<file path="config.mk">
export PLATFORM = sky130hd
export DESIGN_NAME = warn_reporter
export DESIGN_NICKNAME = d
export VERILOG_FILES = /design/src/rtl/warn_pkg.sv /design/src/rtl/warn_bit_fsm.sv /design/src/rtl/warn_pulse_gen.sv /design/src/rtl/warn_reporter.sv
export SDC_FILE = /design/constraint.sdc
export NUM_CORES = 1
export LEC_CHECK = 0
export BUFFER_PORTS_ARGS = -buffer_cell sky130_fd_sc_hd__buf_2
export CAP_MARGIN = 20
export CORE_ASPECT_RATIO = 1.25
export CORE_MARGIN = 3
export CORE_UTILIZATION = 25
export CTS_CLUSTER_DIAMETER = 80
export DETAILED_ROUTE_END_ITERATION = 7
export PLACE_DENSITY = 0.5
export SKIP_CTS_REPAIR_TIMING = 1
export SYNTH_ARGS = -nofsm -noshare
export SYNTH_HDL_FRONTEND = slang
export SYNTH_SLANG_ARGS = --single-unit
</file>
<file path="constraint.sdc">
create_clock -name clk -period 2 [get_ports clk]
set_input_delay 0.4 -clock clk [delete_from_list [all_inputs] [get_ports clk]]
set_output_delay 0.4 -clock clk [all_outputs]
set_load 0.005 [all_outputs]
</file>
<file path="src/rtl/warn_pkg.sv">
package warn_pkg;
  typedef enum logic [1:0] {
    WS_REST = 2'd0,
    WS_WAIT = 2'd1,
    WS_ACKD = 2'd2
  } warn_state_t;
endpackage

</file>
<file path="src/rtl/warn_bit_fsm.sv">
module warn_bit_fsm
  import warn_pkg::*;
(
  input  logic clk,
  input  logic rst,
  input  logic cond,
  input  logic rd_hit,
  output logic status,
  output logic waiting
);
  warn_state_t st_q, st_d;

  always_comb begin
    st_d = st_q;
    unique case (st_q)
      WS_REST: if (cond) st_d = WS_WAIT;
      WS_WAIT: if (rd_hit) st_d = cond ? WS_ACKD : WS_REST;
      WS_ACKD: if (!cond) st_d = WS_REST;
      default: st_d = WS_REST;
    endcase
  end

  always_ff @(posedge clk) begin
    if (rst) st_q <= WS_REST;
    else     st_q <= st_d;
  end

  assign status  = (st_q != WS_REST);
  assign waiting = (st_q == WS_WAIT);

  a_r7_wait_sticky: assert property (@(posedge clk) disable iff (rst)
    (st_q == WS_WAIT && !rd_hit) |=> (st_q == WS_WAIT));
  a_r4_ack_keeps_status: assert property (@(posedge clk) disable iff (rst)
    (st_q == WS_WAIT && rd_hit && cond) |=> (status && !waiting));
  a_r8_read_gone_clears: assert property (@(posedge clk) disable iff (rst)
    (st_q == WS_WAIT && rd_hit && !cond) |=> !status);
  a_r5_ackd_release: assert property (@(posedge clk) disable iff (rst)
    (st_q == WS_ACKD && !cond) |=> !status);
  a_r6_ackd_no_rewait: assert property (@(posedge clk) disable iff (rst)
    (st_q == WS_ACKD) |=> !waiting);
endmodule

</file>
<file path="src/rtl/warn_pulse_gen.sv">
module warn_pulse_gen #(
  parameter int HALF_CYC = 2800
) (
  input  logic clk,
  input  logic rst,
  input  logic active,
  output logic fault_n
);
  localparam int CW = (HALF_CYC > 1) ? $clog2(HALF_CYC) : 1;
  localparam logic [CW-1:0] LAST = CW'(HALF_CYC - 1);

  logic [CW-1:0] cnt_q;
  logic          run_q;
  logic          pin_q;

  always_ff @(posedge clk) begin
    if (rst || !active) begin
      cnt_q <= '0;
      run_q <= 1'b0;
      pin_q <= 1'b1;
    end else if (!run_q) begin
      cnt_q <= '0;
      run_q <= 1'b1;
      pin_q <= 1'b0;
    end else if (cnt_q == LAST) begin
      cnt_q <= '0;
      pin_q <= ~pin_q;
    end else begin
      cnt_q <= cnt_q + 1'b1;
    end
  end

  assign fault_n = pin_q;

  a_r3_count_bound: assert property (@(posedge clk) disable iff (rst)
    cnt_q <= LAST);
  a_r3_phase_hold: assert property (@(posedge clk) disable iff (rst)
    (active && run_q && cnt_q != LAST) |=> $stable(pin_q));
endmodule

</file>
<file path="src/rtl/warn_reporter.sv">
module warn_reporter
  import warn_pkg::*;
#(
  parameter int NUM_WARN = 6,
  parameter int HALF_CYC = 2800,
  parameter int IDX_W    = (NUM_WARN > 1) ? $clog2(NUM_WARN) : 1
) (
  input  logic                clk,
  input  logic                rst,
  input  logic [NUM_WARN-1:0] warn_in,
  input  logic                rd_en,
  input  logic [IDX_W-1:0]    rd_idx,
  output logic [NUM_WARN-1:0] warn_status,
  output logic                fault_n
);
  logic [NUM_WARN-1:0] wait_vec;
  logic                any_wait;

  for (genvar g = 0; g < NUM_WARN; g++) begin : g_bit
    logic hit;
    assign hit = rd_en && (rd_idx == IDX_W'(g));
    warn_bit_fsm u_fsm (
      .clk    (clk),
      .rst    (rst),
      .cond   (warn_in[g]),
      .rd_hit (hit),
      .status (warn_status[g]),
      .waiting(wait_vec[g])
    );
  end

  assign any_wait = |wait_vec;

  warn_pulse_gen #(.HALF_CYC(HALF_CYC)) u_pulse (
    .clk    (clk),
    .rst    (rst),
    .active (any_wait),
    .fault_n(fault_n)
  );

  a_r3_first_low: assert property (@(posedge clk) disable iff (rst)
    $rose(any_wait) |=> !fault_n);
  a_r10_rest_high: assert property (@(posedge clk) disable iff (rst)
    !any_wait |=> fault_n);
  a_r2_wait_has_status: assert property (@(posedge clk) disable iff (rst)
    (wait_vec & ~warn_status) == '0);
endmodule

</file>
# After elaboration in Yosys (flattened, before gate mapping)
# Cells that the tools add are included.
dict set report op_classes {
  addsub 1
  eq_ne 37
  muxes 33
  n_bitwise 2
  reduce_logical 29
}
# op count
set op_table {}
lappend op_table {{$mux W2} 24}
lappend op_table {{$ne A2 B2 Y1 const B} 19}
lappend op_table {{$pmux W2 S3} 6}
lappend op_table {{$reduce_and A3 Y1} 6}
lappend op_table {{$add A12 B1 Y12 const B} 1}
lappend op_table {{$eq A12 B12 Y1 const B} 1}
lappend op_table {{$eq A2 B1 Y1 const B} 6}
lappend op_table {{$eq A2 B2 Y1 const B} 6}
lappend op_table {{$logic_not A2 Y1} 6}
lappend op_table {{$reduce_bool A2 Y1} 6}
lappend op_table {{$eq A3 B2 Y1 const B} 2}
lappend op_table {{$eq A3 B3 Y1 const B} 2}
lappend op_table {{$logic_and A1 B1 Y1} 6}
lappend op_table {{$reduce_or A6 Y1} 1}
lappend op_table {{$eq A3 B1 Y1 const B} 1}
lappend op_table {{$logic_not A3 Y1} 1}
lappend op_table {{$mux W1} 3}
lappend op_table {{$reduce_or A3 Y1} 1}
lappend op_table {{$not A1 Y1} 2}
lappend op_table {{$logic_not A1 Y1} 1}
lappend op_table {{$logic_or A1 B1 Y1} 1}
dict set report totals {
  reg_bits 26
  input_bits 12
  output_inout_bits 7
}

# Logic depth before layout (Yosys ltp)
dict set report depth {
  word_depth 5
  mapped_depth 6
  ltp_nobuf 5
}

# By module
# Synthesis repeated with hierarchy kept, for this count alone.
dict set report hier_totals {
  cells_unflattened 138
  area_unflattened_um2 1232.4
}
# mod n_inst cells_each area_each_um2 seq_area_each_um2
set modules_own_cells {}
lappend modules_own_cells {warn_pulse_gen 1 66 601.8 280.3}
lappend modules_own_cells {warn_bit_fsm 6 10 91.3 40.0}
lappend modules_own_cells {warn_reporter 1 12 82.6 0.0}

# Worst setup path after synthesis
# OpenSTA, ideal clock, no wires.
dict set report synth_timing {
  path_type {register to register}
  startpoint {register u_pulse.cnt_q[0]}
  endpoint {register u_pulse.cnt_q[4]}
  setup_ns 0.062
  arrival_ns 1.351
  slack_ns 0.587
  stages_incl_launch_ff 7
  n_path_buf 1
  period_less_slack_ns 1.413
  path_cell_list {dfxtp_1 -> ha_1 -> and4_1 -> a31oi_1 -> o211ai_2 -> buf_6 -> nor2_2}
}
dict set report synth_via {
  elab_chain_len 2
  word_cells_on_any_way 3
  classes_between {add/sub (1); eq/ne (1); reduce/logical (1)}
}
# element line_no
set synth_lines {}
lappend synth_lines {{start: declaration} warn_pulse_gen.sv:12} ;# logic [CW-1:0] cnt_q;
lappend synth_lines {{start signal: assignment} warn_pulse_gen.sv:29} ;# cnt_q <= cnt_q + 1'b1;
lappend synth_lines {{parallel branches: the longest is 2 deep, another holds $add A12 B1 Y12} -}
# Several ways; the timed one is not identified.
# A chain may end at the register's enable or synchronous reset.

# Final worst setup path
dict set report layout_timing {
  startpoint {register u_pulse.cnt_q[0]}
  endpoint {register u_pulse.cnt_q[2]}
}
# The elaborated chain is that of the path after synthesis.

==> results_dict.tcl <==
set metrics [dict create \
    status "completed" \
    htreeDepth 1 \
    multi_input_area_um2 649 \
    cts.path.max_buffers 2 \
    setup_viol 0 \
    powerDensity_nw_per_um2 692 \
    yosys.cell_types.count 37 \
    grt_antenna_before_repair 0 \
    grt_pass1_vias 1122 \
    synth.ff_latch_count 26 \
    final_cells 210 \
    finalMaxSlewViolations 0 \
    nFillCells 501 \
    dpl.hpwl_um 2200 \
    worstSetupPathType "reg2reg" \
    core_area_um2 4800 \
    synthArstFlopShare 0 \
    min_period_ps 1720 \
    cts_made_buffers 3 \
    slew_headroom 0.534 \
    rows 28 \
    seq_area_um2 520 \
    routabilityCongestion 0.748 \
    fin_tns_setup_ps 0 \
    avgSynthCellArea_um2 9.31 \
    finalInstanceArea_um2 1420 \
    synth_compound_area_frac 0.0976 \
    ios 19 \
    cts-root-buf "clkbuf_8" \
    syn_nets 148 \
    start_util 0.262 \
    final_common_cell "dfxtp_1" \
    overflow 0 \
    insertedDiodeCount 0 \
    first_pass_iters 4 \
    track_usage 0.100 \
    fmax_mhz 581 \
    timing.final.crit_share 0.860 \
    vias_per_cell 4.72 \
    hold_class "in2reg" \
    area_growth_syn_to_layout_pct 13.0 \
    ys_warn_count 0 \
    detail-route-antenna-nets 0 \
    synthSimpleGateAreaFrac 0.309 \
    grt_pass1_wl_um 4890 \
    synthAdderAreaFrac 0.00996 \
    syn_area_um2 1260 \
    cts_sinks 26 \
    num_vias 992 \
    synth_seq_area_share 0.414 \
    final-hold-violation-count 0 \
    routed_wl_um 2740 \
    start_kind "flop" \
    numPortBuffers 18 \
    placed_cells 206 \
    drive_gt1_frac 0.240 \
    dpl-instance-area_um2 1370 \
    crit_arrival_ps 1930 \
    synth_edf_count 0 \
    synth_top_family_by_area "simple AND/OR/NAND/NOR gates" \
    crit_path_max_fanout 11 \
    crit_required_ps 2210 \
    ir_drop_uv 217 \
    dieArea_um2 5920 \
    postSynthCellCount 135 \
    final_nets 164 \
    drtIter0Drc 40 \
    grt_max_degree 15 \
    drc_errors 0 \
    wl_per_cell_um 13.1 \
    die_h_um 85.3 \
    most-common-layout-cells "dfxtp_1, buf_2, nor2_2" \
    clock_latency_ps 270 \
    cts_tree "built" \
    rsz0062_at_grt "no" \
    cap_violations 0 \
    fin_skew_ps 4.53 \
    path_clk_slew_ps 90 \
    leakagePower_nw 0.592 \
    muxShareOfSynthArea 0.0239 \
    endpoint_kind "flop" \
    synth_flop_cell "dfxtp_1" \
    fp.dieW_um 69.4 \
    worst_pin_slew_ps 698 \
    synth_xor_area_frac 0.0767 \
    fin_hold_ws_ps 364 \
]
per-layer routing:
layer / vias to the layer above / global-route usage / wire length [µm]
met5: - / 0 / 0
li1: 498 / - / -
met3: 5 / 0.0178 / 110
met1: 471 / 0.108 / 1120
met2: 18 / 0.194 / 1470
met4: 0 / 0.0320 / 44
registers in the layout (all words and copies together) (netlist names):
register / flops
g_bit.u_fsm.st_q: 12
u_pulse.fault_n: 1
u_pulse.run_q: 1
u_pulse.cnt_q: 12
worst paths after layout:
path                     startpoint                endpoint  slack (ps)  cells past startpoint
max                u_pulse.cnt_q[0]        u_pulse.cnt_q[2]         280                      5
min                      warn_in[4]  g_bit[4].u_fsm.st_q[0]         360                      2
min reg2reg  g_bit[5].u_fsm.st_q[1]  g_bit[5].u_fsm.st_q[0]         470                      1
max reg2reg        u_pulse.cnt_q[0]        u_pulse.cnt_q[2]         280                      5
area by class of cell:
cell class / count / share of cell area
Inverter: 8 / 0.0211
Tap cell: 60 / 0.0529
Timing Repair Buffer: 18 / 0.0634
Multi-Input combinational cell: 94 / 0.457
Clock buffer: 4 / 0.0388
Sequential cell: 26 / 0.367
kinds of logic after synthesis:
group           count (synthesis)
mux                             3
flops                          26
simple gates                   64
fa+ha+maj                       1
buf+inv                        15
xor+xnor                       11
compound gates                 15
critical path: stages, from the launching register on:
cell and delay, ps:
dfxtp_1 360, ha_1 250, and4_1 260, a31oi_1 230, o211ai_2 360, nor2_2 190
Yosys cell counts, drive strengths merged (4+ instances only):
master | number | area (µm²)
and3 | 8 | 50.1
nor3 | 5 | 25.0
inv | 8 | 30.0
nand3 | 7 | 35.0
xor2 | 5 | 43.8
xnor2 | 6 | 52.6
nor2 | 15 | 81.3
buf | 7 | 56.3
or2 | 6 | 37.5
dfxtp | 26 | 521
nand4 | 7 | 43.8
nand2b | 4 | 25.0
per-stage QoR:
step / power [W] / util / setup WS [ps]
floorplan: 0.000626 / - / 587
global placement: 0.000653 / 0.284 / 394
detailed placement: 0.000657 / 0.284 / 295
CTS: 0.00100 / 0.296 / 263
global route: 0.00103 / 0.296 / 147
finish: 0.000983 / 0.296 / 279
power by group:
group          internal (W)  total (W)  switching (W)
combinational     0.0000422  0.0000940      0.0000518
sequential         0.000534   0.000549      0.0000156
clock              0.000176   0.000340       0.000164
Note: power is estimated with default switching activity, not from simulation.
